===== src/rtl/uart_hostregs_pkg.sv =====
package uart_hostregs_pkg;

   // decoded register target of one bus access
   typedef enum logic [3:0] {
      TGT_NONE      = 4'd0,
      TGT_DATA      = 4'd1,   // receive buffer (read) / transmit holding (write)
      TGT_IEN       = 4'd2,
      TGT_DIV_LO    = 4'd3,
      TGT_DIV_HI    = 4'd4,
      TGT_IDENT_FCR = 4'd5,   // identification (read) / FIFO control (write)
      TGT_LINE      = 4'd6,
      TGT_MODEM     = 4'd7,
      TGT_LSTAT     = 4'd8,
      TGT_MSTAT     = 4'd9,
      TGT_SCRATCH   = 4'd10
   } target_t;

   localparam int unsigned BANK_BIT   = 7;
   localparam int unsigned MIN_WORD   = 5;
   localparam int unsigned WLEN_LSB   = 0;
   localparam int unsigned WLEN_W     = 2;

endpackage


===== src/rtl/uart_hr_decode.sv =====
module uart_hr_decode
   import uart_hostregs_pkg::*;
#(
   parameter int unsigned ADDR_W = 3
) (
   input  logic              cs0_n,
   input  logic              cs1_n,
   input  logic [ADDR_W-1:0] addr,
   input  logic              bank,
   output logic              sel,
   output target_t           target
);

   localparam int unsigned N_ADDR = 1 << ADDR_W;

   if (ADDR_W != 3) begin : g_bad_addr
      $error("uart_hr_decode: ADDR_W must be 3");
   end

   assign sel = !(cs0_n && cs1_n);

   always_comb begin
      target = TGT_NONE;
      if (sel) begin
         unique case (addr)
            3'd0:    target = bank ? TGT_DIV_LO : TGT_DATA;
            3'd1:    target = bank ? TGT_DIV_HI : TGT_IEN;
            3'd2:    target = TGT_IDENT_FCR;
            3'd3:    target = TGT_LINE;
            3'd4:    target = TGT_MODEM;
            3'd5:    target = TGT_LSTAT;
            3'd6:    target = TGT_MSTAT;
            default: target = TGT_SCRATCH;
         endcase
      end
   end

   // N_ADDR kept for derived checks of the address space
   if (N_ADDR != 8) begin : g_bad_space
      $error("uart_hr_decode: address space must hold 8 registers");
   end

endmodule


===== src/rtl/uart_hr_trim.sv =====
module uart_hr_trim
   import uart_hostregs_pkg::*;
#(
   parameter int unsigned DATA_W     = 8,
   parameter bit          TRIM_WORDS = 1'b1
) (
   input  logic [WLEN_W-1:0] wlen,
   input  logic [DATA_W-1:0] din,
   output logic [DATA_W-1:0] dout
);

   if (DATA_W < 8) begin : g_bad_width
      $error("uart_hr_trim: DATA_W must be at least 8");
   end

   if (TRIM_WORDS) begin : g_trim
      logic [DATA_W-1:0] mask;
      always_comb begin
         for (int i = 0; i < DATA_W; i++) begin
            mask[i] = (i < (MIN_WORD + int'(wlen)));
         end
      end
      assign dout = din & mask;
   end else begin : g_pass
      logic [WLEN_W-1:0] wlen_unused;
      assign wlen_unused = wlen;
      assign dout = din;
   end

endmodule


===== src/rtl/uart_hr_regs.sv =====
module uart_hr_regs
   import uart_hostregs_pkg::*;
#(
   parameter int unsigned DATA_W = 8,
   parameter int unsigned DIV_W  = 16
) (
   input  logic              clk,
   input  logic              rst_n,
   input  logic              wr_en,
   input  logic              rd_en,
   input  target_t           target,
   input  logic [DATA_W-1:0] wdata,
   output logic [DATA_W-1:0] line_q,
   output logic [DATA_W-1:0] fifo_q,
   output logic [DATA_W-1:0] modem_q,
   output logic [DATA_W-1:0] ien_q,
   output logic [DATA_W-1:0] scratch_q,
   output logic [DATA_W-1:0] hold_q,
   output logic [DIV_W-1:0]  div_q,
   output logic              load_q,
   output logic              take_q
);

   localparam int unsigned DIV_BYTES = DIV_W / DATA_W;

   if (DIV_BYTES != 2 || (DIV_W % DATA_W) != 0) begin : g_bad_div
      $error("uart_hr_regs: divisor must be exactly two data bytes");
   end

   always_ff @(posedge clk or negedge rst_n) begin
      if (!rst_n) begin
         line_q    <= '0;
         fifo_q    <= '0;
         modem_q   <= '0;
         ien_q     <= '0;
         scratch_q <= '0;
         hold_q    <= '0;
      end else if (wr_en) begin
         unique case (target)
            TGT_DATA:      hold_q    <= wdata;
            TGT_IEN:       ien_q     <= wdata;
            TGT_IDENT_FCR: fifo_q    <= wdata;
            TGT_LINE:      line_q    <= wdata;
            TGT_MODEM:     modem_q   <= wdata;
            TGT_SCRATCH:   scratch_q <= wdata;
            default:       ;
         endcase
      end
   end

   always_ff @(posedge clk or negedge rst_n) begin
      if (!rst_n) begin
         load_q <= 1'b0;
         take_q <= 1'b0;
      end else begin
         load_q <= wr_en && (target == TGT_DATA);
         take_q <= rd_en && (target == TGT_DATA);
      end
   end

   for (genvar b = 0; b < DIV_BYTES; b++) begin : g_div
      localparam target_t MY_TGT = (b == 0) ? TGT_DIV_LO : TGT_DIV_HI;
      logic [DATA_W-1:0] byte_q;
      always_ff @(posedge clk or negedge rst_n) begin
         if (!rst_n)                            byte_q <= '0;
         else if (wr_en && target == MY_TGT)    byte_q <= wdata;
      end
      assign div_q[b*DATA_W +: DATA_W] = byte_q;
   end

   AST_FCR_NEEDS_WRITE: assert property (@(posedge clk) disable iff (!rst_n)
      !$stable(fifo_q) |-> $past(wr_en && target == TGT_IDENT_FCR));

   AST_SCRATCH_NEEDS_WRITE: assert property (@(posedge clk) disable iff (!rst_n)
      !$stable(scratch_q) |-> $past(wr_en && target == TGT_SCRATCH));

endmodule


===== src/rtl/uart_hr_rdmux.sv =====
module uart_hr_rdmux
   import uart_hostregs_pkg::*;
#(
   parameter int unsigned DATA_W = 8,
   parameter int unsigned DIV_W  = 16
) (
   input  logic              rd_en,
   input  target_t           target,
   input  logic [DATA_W-1:0] rx_trim,
   input  logic [DATA_W-1:0] ien_q,
   input  logic [DIV_W-1:0]  div_q,
   input  logic [DATA_W-1:0] ident,
   input  logic [DATA_W-1:0] line_q,
   input  logic [DATA_W-1:0] modem_q,
   input  logic [DATA_W-1:0] lstat,
   input  logic [DATA_W-1:0] mstat,
   input  logic [DATA_W-1:0] scratch_q,
   output logic [DATA_W-1:0] rdata
);

   always_comb begin
      rdata = '0;
      if (rd_en) begin
         unique case (target)
            TGT_DATA:      rdata = rx_trim;
            TGT_IEN:       rdata = ien_q;
            TGT_DIV_LO:    rdata = div_q[DATA_W-1:0];
            TGT_DIV_HI:    rdata = div_q[DIV_W-1:DATA_W];
            TGT_IDENT_FCR: rdata = ident;
            TGT_LINE:      rdata = line_q;
            TGT_MODEM:     rdata = modem_q;
            TGT_LSTAT:     rdata = lstat;
            TGT_MSTAT:     rdata = mstat;
            TGT_SCRATCH:   rdata = scratch_q;
            default:       rdata = '0;
         endcase
      end
   end

endmodule


===== src/rtl/uart_hostregs.sv =====
module uart_hostregs
   import uart_hostregs_pkg::*;
#(
   parameter int unsigned DATA_W     = 8,
   parameter int unsigned ADDR_W     = 3,
   parameter int unsigned DIV_W      = 2 * DATA_W,
   parameter bit          TRIM_WORDS = 1'b1
) (
   input  logic              clk,
   input  logic              rst_n,
   input  logic              cs0_n,
   input  logic              cs1_n,
   input  logic [ADDR_W-1:0] addr,
   input  logic              rd,
   input  logic              wr,
   input  logic [DATA_W-1:0] wdata,
   output logic [DATA_W-1:0] rdata,
   input  logic [DATA_W-1:0] rx_data_i,
   input  logic [DATA_W-1:0] line_status_i,
   input  logic [DATA_W-1:0] modem_status_i,
   input  logic [DATA_W-1:0] int_ident_i,
   output logic [DATA_W-1:0] tx_data_o,
   output logic              tx_load_o,
   output logic              rx_take_o,
   output logic [DATA_W-1:0] line_ctrl_o,
   output logic [DATA_W-1:0] fifo_ctrl_o,
   output logic [DATA_W-1:0] modem_ctrl_o,
   output logic [DATA_W-1:0] int_enable_o,
   output logic [DIV_W-1:0]  divisor_o
);

   logic              sel;
   target_t           target;
   logic [DATA_W-1:0] line_q, fifo_q, modem_q, ien_q, scratch_q, hold_q;
   logic [DIV_W-1:0]  div_q;
   logic              load_q, take_q;
   logic [DATA_W-1:0] rx_trim, tx_trim;
   logic              bank;
   logic [WLEN_W-1:0] wlen;

   assign bank = line_q[BANK_BIT];
   assign wlen = line_q[WLEN_LSB +: WLEN_W];

   uart_hr_decode #(.ADDR_W(ADDR_W)) u_decode (
      .cs0_n (cs0_n), .cs1_n (cs1_n), .addr (addr), .bank (bank),
      .sel (sel), .target (target)
   );

   uart_hr_regs #(.DATA_W(DATA_W), .DIV_W(DIV_W)) u_regs (
      .clk (clk), .rst_n (rst_n),
      .wr_en (wr && sel), .rd_en (rd && sel), .target (target), .wdata (wdata),
      .line_q (line_q), .fifo_q (fifo_q), .modem_q (modem_q), .ien_q (ien_q),
      .scratch_q (scratch_q), .hold_q (hold_q), .div_q (div_q),
      .load_q (load_q), .take_q (take_q)
   );

   uart_hr_trim #(.DATA_W(DATA_W), .TRIM_WORDS(TRIM_WORDS)) u_trim_rx (
      .wlen (wlen), .din (rx_data_i), .dout (rx_trim)
   );

   uart_hr_trim #(.DATA_W(DATA_W), .TRIM_WORDS(TRIM_WORDS)) u_trim_tx (
      .wlen (wlen), .din (hold_q), .dout (tx_trim)
   );

   uart_hr_rdmux #(.DATA_W(DATA_W), .DIV_W(DIV_W)) u_rdmux (
      .rd_en (rd && sel), .target (target), .rx_trim (rx_trim),
      .ien_q (ien_q), .div_q (div_q), .ident (int_ident_i),
      .line_q (line_q), .modem_q (modem_q), .lstat (line_status_i),
      .mstat (modem_status_i), .scratch_q (scratch_q), .rdata (rdata)
   );

   assign tx_data_o    = tx_trim;
   assign tx_load_o    = load_q;
   assign rx_take_o    = take_q;
   assign line_ctrl_o  = line_q;
   assign fifo_ctrl_o  = fifo_q;
   assign modem_ctrl_o = modem_q;
   assign int_enable_o = ien_q;
   assign divisor_o    = div_q;

   AST_LOAD_NEEDS_WRITE: assert property (@(posedge clk) disable iff (!rst_n)
      tx_load_o |-> $past(wr && !(cs0_n && cs1_n) && addr == '0
                          && !line_ctrl_o[BANK_BIT]));

   AST_DIV_HOLDS: assert property (@(posedge clk) disable iff (!rst_n)
      !$past(wr) |-> $stable(divisor_o));

   AST_TAKE_NEEDS_READ: assert property (@(posedge clk) disable iff (!rst_n)
      rx_take_o |-> $past(rd && !(cs0_n && cs1_n) && addr == '0
                          && !line_ctrl_o[BANK_BIT]));

   AST_RDATA_IDLE: assert property (@(posedge clk) disable iff (!rst_n)
      !rd |-> rdata == '0);

   AST_STATUS_WRITE_IGNORED: assert property (@(posedge clk) disable iff (!rst_n)
      $past(wr && !(cs0_n && cs1_n) && (addr == 3'd5 || addr == 3'd6))
      |-> ($stable(line_ctrl_o) && $stable(modem_ctrl_o)
           && $stable(int_enable_o) && $stable(fifo_ctrl_o)));

   AST_NO_SELECT_NO_CHANGE: assert property (@(posedge clk) disable iff (!rst_n)
      $past(cs0_n && cs1_n) |-> ($stable(line_ctrl_o) && $stable(divisor_o)
                                  && !tx_load_o && !rx_take_o));

endmodule


===== config.mk =====
export PLATFORM = sky130hd
export DESIGN_NAME = uart_hostregs
export DESIGN_NICKNAME = d
export VERILOG_FILES = /design/src/rtl/uart_hostregs_pkg.sv /design/src/rtl/uart_hr_decode.sv /design/src/rtl/uart_hr_trim.sv /design/src/rtl/uart_hr_regs.sv /design/src/rtl/uart_hr_rdmux.sv /design/src/rtl/uart_hostregs.sv
export SDC_FILE = /design/constraint.sdc
export NUM_CORES = 1
export LEC_CHECK = 0
export ABC_AREA = 1
export BUFFER_PORTS_ARGS = -buffer_cell sky130_fd_sc_hd__buf_2
export CORE_MARGIN = 2
export CORE_UTILIZATION = 45
export DETAILED_ROUTE_END_ITERATION = 8
export HOLD_SLACK_MARGIN = 0.15
export PLACE_DENSITY = 0.76
export SLEW_MARGIN = 20
export SYNTH_ARGS = -nofsm -noshare
export SYNTH_HDL_FRONTEND = slang
export SYNTH_SLANG_ARGS = --single-unit
export TNS_END_PERCENT = 5

===== constraint.sdc =====
create_clock -name clk -period 1.64 [get_ports clk]
set_input_delay 0.164 -clock clk [delete_from_list [all_inputs] [get_ports clk]]
set_output_delay 0.164 -clock clk [all_outputs]
set_load 0.05 [all_outputs]

==> impl_summary.md <==
Route
The first routing iteration left 254 violations. Detailed routing inserted a total of 3510 vias. The wire length after detailed routing is 11100 µm. The wire length on met1 is 4890 µm. The routed wire length on met2 is 5180 µm. The via density per instance is 5.29. The wire length per cell after detailed routing is 16.6 µm. In the routed design, unresolved DRC markers number 0.

The detail route stage leaves a number of antenna-violating nets equal to 0. The first detailed-routing pass ran for 4 iterations. In this run the top signal layer used is met4. Summed over all nets, wire length on met3 after detailed routing comes to 688 µm.

STA
Setup repair after global routing could not meet its margin everywhere. After layout, the minimum clock period comes to 2150 ps. Clock skew on the completed layout was measured at 10.1 ps. The worst slack on hold paths is 263 ps. The total count of hold-check failures in the final report is 0. The final-report setup violation count is 8. The final total negative setup slack is -3620 ps. The highest attainable clock frequency is 0.465 GHz. The final count of pins violating max slew is 0.

Measured against its own limit, the worst slew margin works out to 70.8%. In the post-route analysis, the smallest setup slack over all paths is -512 ps. Of the available clock period, the critical path in the final layout requires 131%.

The slew at the pin closest to its max-slew limit is 438 ps.

Clocking
TritonCTS built the clock tree. The clock drives 66 sinks. The CTS clock-pin slew for the worst setup and hold paths is 80 ps. The clock tree synthesis step divided the H-tree into 3 levels. The worst-case clock buffer depth is 2. The later pin in the worst-skew pair is clocked with a latency of 360 ps.

The root buffer cell chosen for the clock tree is sky130_fd_sc_hd__clkbuf_8. TritonCTS created 9 clock buffers.

Critical path
The reg-to-reg endpoint is u_regs.hold_q[1]. STA classifies the critical path startpoint as a register. The worst setup path is of the reg2out kind. For the worst setup path, the data arrival time is 1990 ps.

The maximum cell stage delay along the critical path is 440 ps. The flop-to-flop setup slack is 60 ps. Among the stages of the critical path, the cell type that occurs most often is sky130_fd_sc_hd__buf_6. The critical path endpoint is rdata[2].

The number of cells on the worst reg-to-reg path is 8. Among all stages on the critical path, the largest delay is contributed by sky130_fd_sc_hd__dfrtp_2. The required time of the worst setup path is 1480 ps. The source of the worst register-to-register timing path is u_regs.line_q[7].

STA classifies the critical path endpoint as an output port. The peak fanout along the critical path is 10. The signal on the critical path passes through nand2_2 > nand2_4 > o21ai_4 > buf_6 > nand3_1 > nand3_2 > nor2_1 > a21oi_4 > buf_6. The critical path starts at u_regs.line_q[7].

Die
The area of the core is 0.00721 mm². The starting utilization of the core area is 46.4%. The initialized floorplan defines 31 standard-cell rows. From bottom edge to top edge, the die measures 90.2 µm. The die is 90.2 µm wide. The floorplan step defined a die boundary enclosing 0.00814 mm². The top-level port count is 115.

Placed design
Summing all placed instances gives a cell area of 0.00424 mm². The total of buffers placed on input and output ports is 114. The post-detailed-placement half-perimeter wirelength is 7940 µm. The final estimated routing congestion in global placement is 0.981. The worst setup slack before clock tree synthesis is -249 ps. The cell count after placement is 647.

Cells and area
Summing all multi-input logic gate instances after layout gives 0.00161 mm². The fraction of layout instances using a drive strength above 1 is 36.3%. Relative to the synthesized area, the layout overhead comes to 39.8%.

The number of nets in the layout is 609. After routing the design area is 0.00468 mm². The antenna cell count is 0. The final instance count without filler cells is 664. The number of inserted filler cells in the final layout is 663. The sequential cells in the finished layout cover a total of 0.00165 mm².

Flow run
The number of max-capacitance violations reported is 0.

Hold path
The worst hold path belongs to the class in2reg. In this run the most critical hold path is launched from wdata[5].

Global route
Entering global routing, the biggest net connects 67 pins. The first-pass GRT wire length is 17300 µm. Global routing finished with a remaining overflow of 0. The via count of the first global-routing pass is 3259. Across every metal layer, demand over resource in global routing totals 28.0%. The number of antenna violations at the first check in global routing came to 0.

Power
For this design the ratio of total power to cell area is 1530 mW/mm². The switching power is 3.30 mW. The peak ir drop on the vdd network is 0.971 mV. The fraction of power spent switching nets is 46.0%. The relative contribution of sequential cells to total power is 34.1%. The static leakage is 2.45 nW. The cell internal power dissipation is 3.87 mW. The clock share of power is 24.1%. Per report_power, the combinational group accounts for 41.8% of the total.

Logic synthesis
The sequential-to-total area share from yosys stat is 49.4%. The most frequently used flop master after synthesis is sky130_fd_sc_hd__dfrtp_1. In this run, distinct cell masters in the synthesized netlist total 23. The fraction of registers with async set or reset after synthesis is 100%. The combined area of all synthesized cells is 0.00334 mm². During synthesis, Yosys emitted a total of 0 warnings.

The post-synth net total is 477. The mean cell area of the mapped netlist is 7.81 µm². Counting every instance in the synthesized netlist gives 428.

The count of flip-flops with a built-in enable after synthesis is 0. The number of synthesized register bits is 66.

Outcome
The final reports fail on negative setup slack. The flow ran to the end, but the final reports show violations.
[worst max-delay path, delay by kind of cell (launching register included)]
family | cells | cell delay [ps]
compound gates | 2 | 350
simple gates | 5 | 490
buf+inv | 2 | 350
flops | 1 | 440
[cell usage in the layout (no fill, tap or decap), types with 3 or more instances in the layout]
cell type | synthesis | layout
sky130_fd_sc_hd__nand3_2 | 5 | 6
sky130_fd_sc_hd__a21oi_1 | 14 | 8
sky130_fd_sc_hd__buf_4 | 5 | 17
sky130_fd_sc_hd__o21ai_1 | 16 | 17
sky130_fd_sc_hd__nand3_1 | 66 | 62
sky130_fd_sc_hd__bufinv_16 | 0 | 3
sky130_fd_sc_hd__nand3_4 | 0 | 3
sky130_fd_sc_hd__a21oi_4 | 0 | 6
sky130_fd_sc_hd__dfrtp_1 | 66 | 65
sky130_fd_sc_hd__inv_1 | 34 | 30
sky130_fd_sc_hd__clkbuf_8 | 0 | 10
sky130_fd_sc_hd__nand4_1 | 6 | 6
sky130_fd_sc_hd__nand2_2 | 4 | 7
sky130_fd_sc_hd__buf_6 | 3 | 13
sky130_fd_sc_hd__buf_12 | 0 | 4
sky130_fd_sc_hd__nor2_1 | 42 | 33
sky130_fd_sc_hd__nor2_4 | 2 | 3
sky130_fd_sc_hd__o21ai_0 | 41 | 40
sky130_fd_sc_hd__nand2_1 | 102 | 97
sky130_fd_sc_hd__nor2_2 | 4 | 12
sky130_fd_sc_hd__buf_2 | 6 | 106
[sequential cells by signal, summed over array words and instances, names as in the netlist]
name                 count
u_regs.line_q            8
u_regs.scratch_q         8
u_regs.modem_q           8
u_regs.ien_q             8
u_regs.load_q            1
u_regs.take_q            1
u_regs.fifo_q            8
u_regs.hold_q            8
u_regs.g_div.byte_q     16
[kinds of logic after synthesis]
logic type | Yosys count | share of synthesized area (%)
buffers and inverters | 56 | 7.74
and+or+nand+nor | 233 | 31.6
AOI/OAI and AO/OA | 73 | 11.2
DFF | 66 | 49.4
[power by group through the flow]
stage,registers (mW),logic [mW],clock network [mW]
4_1_cts,2.43,2.98,1.74
6_report,2.44,2.99,1.73
5_1_grt,2.49,3.17,1.81
3_5_place_dp,2.45,2.91,0
3_3_place_gp,2.44,2.88,0
2_1_floorplan,3.61,0.952,0
[routing by layer]
metal	vias up	track usage, %
li1	1670	-
met1	1684	38.6
met2	135	43.2
met3	21	6.54
met4	0	10.4
met5	-	0
[layout make-up]
type / count / area share, %
Sequential cell: 66 / 35.3
Multi-Input combinational cell: 306 / 34.4
Timing Repair Buffer: 141 / 19.1
Inverter: 36 / 3.13
Clock buffer: 10 / 2.94
Tap cell: 99 / 2.65
Clock inverter: 6 / 2.41
[metrics by stage]
| stage | power, mW | utilization [%] |
|---|---|---|
| floorplan | 4.56 | - |
| global placement | 5.32 | 58.8 |
| detailed placement | 5.37 | 58.8 |
| CTS | 7.15 | 64.3 |
| global route | 7.47 | 64.8 |
| finish | 7.16 | 64.8 |
[what timing repair did]
item                                    CTS  global route
hold endpoints to repair                 66             0
gates resized for setup                  40            12
hold buffers                              1             0
cloned                                    0             0
pin swaps                                 3             5
setup buffers                             0             0
endpoints found under the setup margin   33            37
[Yosys cell counts, types with 2 or more instances]
cell type                    n  area [µm²]
sky130_fd_sc_hd__inv_1      34         128
sky130_fd_sc_hd__a21oi_1    14        70.1
sky130_fd_sc_hd__nand3_2     5        50.1
sky130_fd_sc_hd__nand3_1    66         330
sky130_fd_sc_hd__nand2_1   102         383
sky130_fd_sc_hd__nor2_1     42         158
sky130_fd_sc_hd__o21ai_1    16        80.1
sky130_fd_sc_hd__buf_4       5        37.5
sky130_fd_sc_hd__buf_6       3        33.8
sky130_fd_sc_hd__buf_2       6        30.0
sky130_fd_sc_hd__o21ai_0    41         205
sky130_fd_sc_hd__nor2_4      2        22.5
sky130_fd_sc_hd__dfrtp_1    66        1650
sky130_fd_sc_hd__clkbuf_1    6        22.5
sky130_fd_sc_hd__nand4_1     6        37.5
sky130_fd_sc_hd__nor2_2      4        25.0
sky130_fd_sc_hd__nand2_2     4        25.0
[worst min path at each step]
stage                           endpoint  slack, ps  cells after the start
2_1_floorplan           u_regs.fifo_q[0]       -130                      0
4_1_cts        u_regs.g_div[1].byte_q[5]        250                      3
5_1_grt        u_regs.g_div[0].byte_q[2]        260                      3
6_report       u_regs.g_div[1].byte_q[5]        260                      3
3_5_place_dp            u_regs.fifo_q[4]        210                      2
3_3_place_gp            u_regs.fifo_q[0]        200                      2
Power figures use the tool's default switching activity.
